**config.mk**
```make
export PLATFORM = sky130hd
export DESIGN_NAME = schmitt_level_trig
export DESIGN_NICKNAME = d
export VERILOG_FILES = /design/src/rtl/trig_pkg.sv /design/src/rtl/trig_cfg_regs.sv /design/src/rtl/trig_compare.sv /design/src/rtl/trig_fsm.sv /design/src/rtl/schmitt_level_trig.sv
export SDC_FILE = /design/constraint.sdc
export NUM_CORES = 1
export LEC_CHECK = 0
export BUFFER_PORTS_ARGS = -buffer_cell sky130_fd_sc_hd__clkbuf_2
export CORE_UTILIZATION = 50
export CTS_BUF_LIST = sky130_fd_sc_hd__clkbuf_16
export CTS_CLUSTER_DIAMETER = 150
export DETAILED_ROUTE_END_ITERATION = 6
export PLACE_DENSITY_LB_ADDON = 0.08
export SYNTH_ARGS = -nofsm -noshare
export SYNTH_HDL_FRONTEND = slang
export SYNTH_SLANG_ARGS = --single-unit
```
**constraint.sdc**
```tcl
create_clock -name clk -period 4 [get_ports clk]
set_clock_uncertainty 0.15 [all_clocks]
set_input_delay 0.4 -clock clk [delete_from_list [all_inputs] [get_ports clk]]
set_output_delay 0.4 -clock clk [all_outputs]
set_load 0.005 [all_outputs]
```
**src/rtl/trig_pkg.sv**
```systemverilog
package trig_pkg;

  // Lower re-arm bound: level minus hysteresis, held at zero instead of wrapping.
  function automatic logic [7:0] trig_low_bound(input logic [7:0] level,
                                                input logic [7:0] hyst);
    if (hyst >= level) return 8'd0;
    return level - hyst;
  endfunction

  // Strict rising-side test against the threshold.
  function automatic logic trig_is_above(input logic [7:0] smp,
                                         input logic [7:0] level);
    return smp > level;
  endfunction

endpackage

```
**src/rtl/trig_cfg_regs.sv**
```systemverilog
module trig_cfg_regs #(
  parameter int              DATA_W    = 8,
  parameter logic [DATA_W-1:0] RST_LEVEL = 8'h80,
  parameter logic [DATA_W-1:0] RST_HYST  = 8'h04
) (
  input  logic              clk,
  input  logic              rst_n,
  input  logic              wr_level,
  input  logic              wr_hyst,
  input  logic [DATA_W-1:0] wdata,
  output logic [DATA_W-1:0] level_q,
  output logic [DATA_W-1:0] hyst_q,
  output logic              cfg_hit
);

  always_ff @(posedge clk) begin
    if (!rst_n) begin
      level_q <= RST_LEVEL;
      hyst_q  <= RST_HYST;
    end else begin
      if (wr_level) level_q <= wdata;
      if (wr_hyst)  hyst_q  <= wdata;
    end
  end

  assign cfg_hit = wr_level | wr_hyst;

endmodule

```
**src/rtl/trig_compare.sv**
```systemverilog
module trig_compare #(
  parameter int DATA_W = 8
) (
  input  logic [DATA_W-1:0] smp_data,
  input  logic [DATA_W-1:0] level_q,
  input  logic [DATA_W-1:0] hyst_q,
  output logic [DATA_W-1:0] low_bound,
  output logic              above,
  output logic              below
);
  import trig_pkg::*;

  always_comb begin
    low_bound = trig_low_bound(level_q, hyst_q);
    above     = trig_is_above(smp_data, level_q);
    below     = (smp_data <= low_bound);
  end

endmodule

```
**src/rtl/trig_fsm.sv**
```systemverilog
module trig_fsm (
  input  logic clk,
  input  logic rst_n,
  input  logic smp_valid,
  input  logic cfg_hit,
  input  logic above,
  input  logic below,
  output logic fire_evt,
  output logic rearm_evt,
  output logic armed,
  output logic trig_pulse
);

  logic sample_ok;

  assign sample_ok = smp_valid & ~cfg_hit;
  assign fire_evt  = armed & sample_ok & above;
  assign rearm_evt = ~armed & sample_ok & below;

  always_ff @(posedge clk) begin
    if (!rst_n) begin
      armed      <= 1'b1;
      trig_pulse <= 1'b0;
    end else begin
      trig_pulse <= fire_evt;
      if (cfg_hit)        armed <= 1'b1;
      else if (fire_evt)  armed <= 1'b0;
      else if (rearm_evt) armed <= 1'b1;
    end
  end

endmodule

```
**src/rtl/schmitt_level_trig.sv**
```systemverilog
module schmitt_level_trig #(
  parameter int                DATA_W    = 8,
  parameter logic [DATA_W-1:0] RST_LEVEL = 8'h80,
  parameter logic [DATA_W-1:0] RST_HYST  = 8'h04
) (
  input  logic              clk,
  input  logic              rst_n,
  input  logic              smp_valid,
  input  logic [DATA_W-1:0] smp_data,
  input  logic              cfg_wr_level,
  input  logic              cfg_wr_hyst,
  input  logic [DATA_W-1:0] cfg_wdata,
  output logic              trig_pulse,
  output logic              armed
);

  logic [DATA_W-1:0] level_q;
  logic [DATA_W-1:0] hyst_q;
  logic [DATA_W-1:0] low_bound;
  logic              cfg_hit;
  logic              above;
  logic              below;
  logic              fire_evt;
  logic              rearm_evt;

  trig_cfg_regs #(
    .DATA_W(DATA_W), .RST_LEVEL(RST_LEVEL), .RST_HYST(RST_HYST)
  ) u_regs (
    .clk(clk), .rst_n(rst_n),
    .wr_level(cfg_wr_level), .wr_hyst(cfg_wr_hyst), .wdata(cfg_wdata),
    .level_q(level_q), .hyst_q(hyst_q), .cfg_hit(cfg_hit)
  );

  trig_compare #(.DATA_W(DATA_W)) u_cmp (
    .smp_data(smp_data), .level_q(level_q), .hyst_q(hyst_q),
    .low_bound(low_bound), .above(above), .below(below)
  );

  trig_fsm u_fsm (
    .clk(clk), .rst_n(rst_n), .smp_valid(smp_valid), .cfg_hit(cfg_hit),
    .above(above), .below(below),
    .fire_evt(fire_evt), .rearm_evt(rearm_evt),
    .armed(armed), .trig_pulse(trig_pulse)
  );

endmodule

```
==> impl_metrics.csv <==
group,metric,value,unit
floorplan,std_cell_rows,19,
floorplan,core_area,2730,µm²
place,place_hpwl,2.54,mm
status,status,"finished, final reports clean",
detailed_routing,wire_per_inst,14.0,µm
layout,antenna_cells,0,
place,place_congestion,0.839,
detailed_routing,drc,0,
clocking,cts.sinks,18,
floorplan,die_h,55.7,µm
setup_path,crit_start,"u_regs.level_q[0]",
clocking,cts_inserted_buffers,3,
setup_path,crit_type,"reg2reg",
synthesis,synth-edff-count,0,
grt,grt_pass1_vias,1251,
sta,setup_viol,0,
power_and_ir_drop,p_leak,0.792,nW
synthesis,synth_area_per_cell,8.78,µm²
floorplan,io_pins,23,
synthesis,ys_top_cells_by_count,"ha_1 (24), inv_1 (20), dfxtp_1 (18)",
synthesis,synth_fp_nets,210,
setup_path,r2r-start,"u_regs.level_q[0]",
setup_path,reg2regPathDepth,15,
sta,finalSetupTns,0,ns
sta,drv_slew,0,
power_and_ir_drop,powerDensity,351,nW/µm²
clocking,clockBufferDepth,2,
sta,rsz0062_at_grt,"no",
synthesis,synth_area_leaders,"dfxtp_1 (25%), ha_1 (21%), mux2i_1 (10%), nor2b_1 (7.0%), inv_1 (5.2%)",
grt,grt_max_degree,18,
grt,grt_overflow,0,
sta,min_period,3.07,ns
synthesis,yosysTopAreaCell,"dfxtp_1",
setup_path,path_max_fanout,6,
sta,maxSlewHeadroom,0.612,
grt,grt_pass1_wl,5.49,mm
grt,antenna_found_initial,0,
detailed_routing,vias,1222,
synthesis,synth_top_area_share,0.250,
synthesis,syn_area,1440,µm²
floorplan,dieWidth,55.7,µm
sta,fin_crit_sh,0.767,
detailed_routing,ant_nets,0,
detailed_routing,initialDrtViolationCount,30,
sta,tightest_slew,0.577,ns
setup_path,worstSetupStartpointType,"flip-flop",
place,io_buffers,22,
clocking,cts_tree,"yes",
clocking,post_cts_resized,0,
setup_path,worstSetupEndpoint,"u_fsm.armed",
synthesis,async_flop_share,0,
synthesis,ys_warn_count,0,
synthesis,ys.flop_type,"dfxtp_1",
place,dp_cells,214,
flow_run,cap_violations,0,
setup_path,reg2reg_to,"u_fsm.armed",
clocking,clkLatencyLatePin,0.25,ns
grt,gr-usage-all-layers,0.229,
clocking,htreeDepth,1,
detailed_routing,finalWirelength,3.04,mm
synthesis,synthCells,164,
clocking,postCtsHoldBufs,0,
power_and_ir_drop,p_total,0.579,mW
synthesis,synth_most_common_cell,"ha_1",
sta,fmax,326,MHz
layout,seq_area,360,µm²
min_path,min_path_type,"in2reg",
place,dpl_worst_slack,0.924,ns
floorplan,die-area,3100,µm²
detailed_routing,dr.pass1.iters,4,
clocking,post_cts_buffers,0,
power_and_ir_drop,max-vdd-ir-drop,351,µV
synthesis,synth_seq_cells,18,
detailed_routing,viasPerCell,5.63,
setup_path,crit_arrival,3.10,ns
synthesis,synthDistinctLibCells,35,
sta,worst_slack,0.931,ns
layout,final_cells,217,
clocking,cts_root_buf,"clkbuf_16",
clocking,clk_pin_slew_worst_paths,0.05,ns
layout,multi_input_area,991,µm²
synthesis,ys_seq_area_frac,0.250,
layout,area_growth,14.6,%
sta,hold_viol,0,
setup_path,end_kind,"flip-flop",
setup_path,worstPathRequired,4.04,ns
floorplan,start_util,0.527,
layout,fillers,261,
layout,drive_above_1_share,0.172,
layout,nets,234,
setup_path,r2r_slack,0.93,ns
==> routing by layer <==
layer / wire [µm] / vias to the layer above / global-route usage
met5: 0 / - / 0
met4: 65 / 0 / 0.0893
met3: 99 / 6 / 0.0488
met2: 1450 / 27 / 0.391
met1: 1430 / 563 / 0.280
li1: - / 626 / -
==> how the worst min path moves through the flow <==
stage                                start               end  slack [ns]  depth (start not counted)
final                         cfg_wdata[2]  u_regs.hyst_q[2]        0.24                          3
after global routing          cfg_wdata[2]  u_regs.hyst_q[2]        0.27                          3
after CTS                     cfg_wdata[2]  u_regs.hyst_q[2]        0.24                          3
after detailed placement  u_regs.hyst_q[2]  u_regs.hyst_q[2]        0.33                          2
after global placement    u_regs.hyst_q[2]  u_regs.hyst_q[2]        0.33                          2
after floorplan           u_regs.hyst_q[2]  u_regs.hyst_q[2]        0.31                          2
==> final cells by class <==
class	count	area share
multi-input combinational	123	0.600
inverter	20	0.0455
tap	31	0.0235
timing repair buffer	22	0.0667
sequential	18	0.218
clock buffer	3	0.0455
==> worst max-delay path: stages (launching register included) <==
cell and delay [ns]:
dfxtp_1 0.32, inv_1 0.06, ha_1 0.16, inv_1 0.06
fa_1 0.40, a21oi_1 0.23, o22ai_2 0.12, a211oi_2 0.36
nor3_4 0.12, nand2_1 0.10, ha_1 0.24, nor2b_1 0.14
o211ai_1 0.14, a21oi_1 0.08, a211o_1 0.23, a21oi_1 0.11
==> where the power goes <==
group / internal (mW) / switching (mW) / leakage [nW]
registers: 0.190 / 0.00690 / 0.149
clock network: 0.132 / 0.0660 / 0.0370
logic: 0.0828 / 0.101 / 0.606
==> per-stage QoR <==
step	hold WS [ns]	utilization	cell area [µm²]
detailed placement	0.326	0.576	1580
global placement	0.328	0.576	1580
floorplan	0.309	-	1440
global route	0.268	0.604	1650
finish	0.237	0.604	1650
CTS	0.238	0.604	1650
==> placed cells by master (no fill, tap or decap), types with 3 or more instances in the layout <==
cell	n
a21oi_1	11
clkbuf_16	3
clkbuf_2	22
dfxtp_1	18
ha_1	24
inv_1	20
mux2i_1	15
nand2_1	12
nand3_1	3
nand4_1	5
nor2_1	6
nor2b_1	16
o211ai_1	4
==> cell families after synthesis <==
logic type	Yosys count	synth area share
buffers and inverters	23	0.0617
and+or+nand+nor	50	0.193
xor gates and xnor gates	3	0.0182
DFF	18	0.250
muxes	15	0.104
adders and majority gates	25	0.222
AOI/OAI and AO/OA	30	0.150
==> flip-flops by register name, indices dropped and copies added, names as in the netlist <==
| register | cells |
|---|---|
| u_fsm.armed | 1 |
| u_fsm.trig_pulse | 1 |
| u_regs.hyst_q | 8 |
| u_regs.level_q | 8 |
Power figures use the tool's default switching activity.
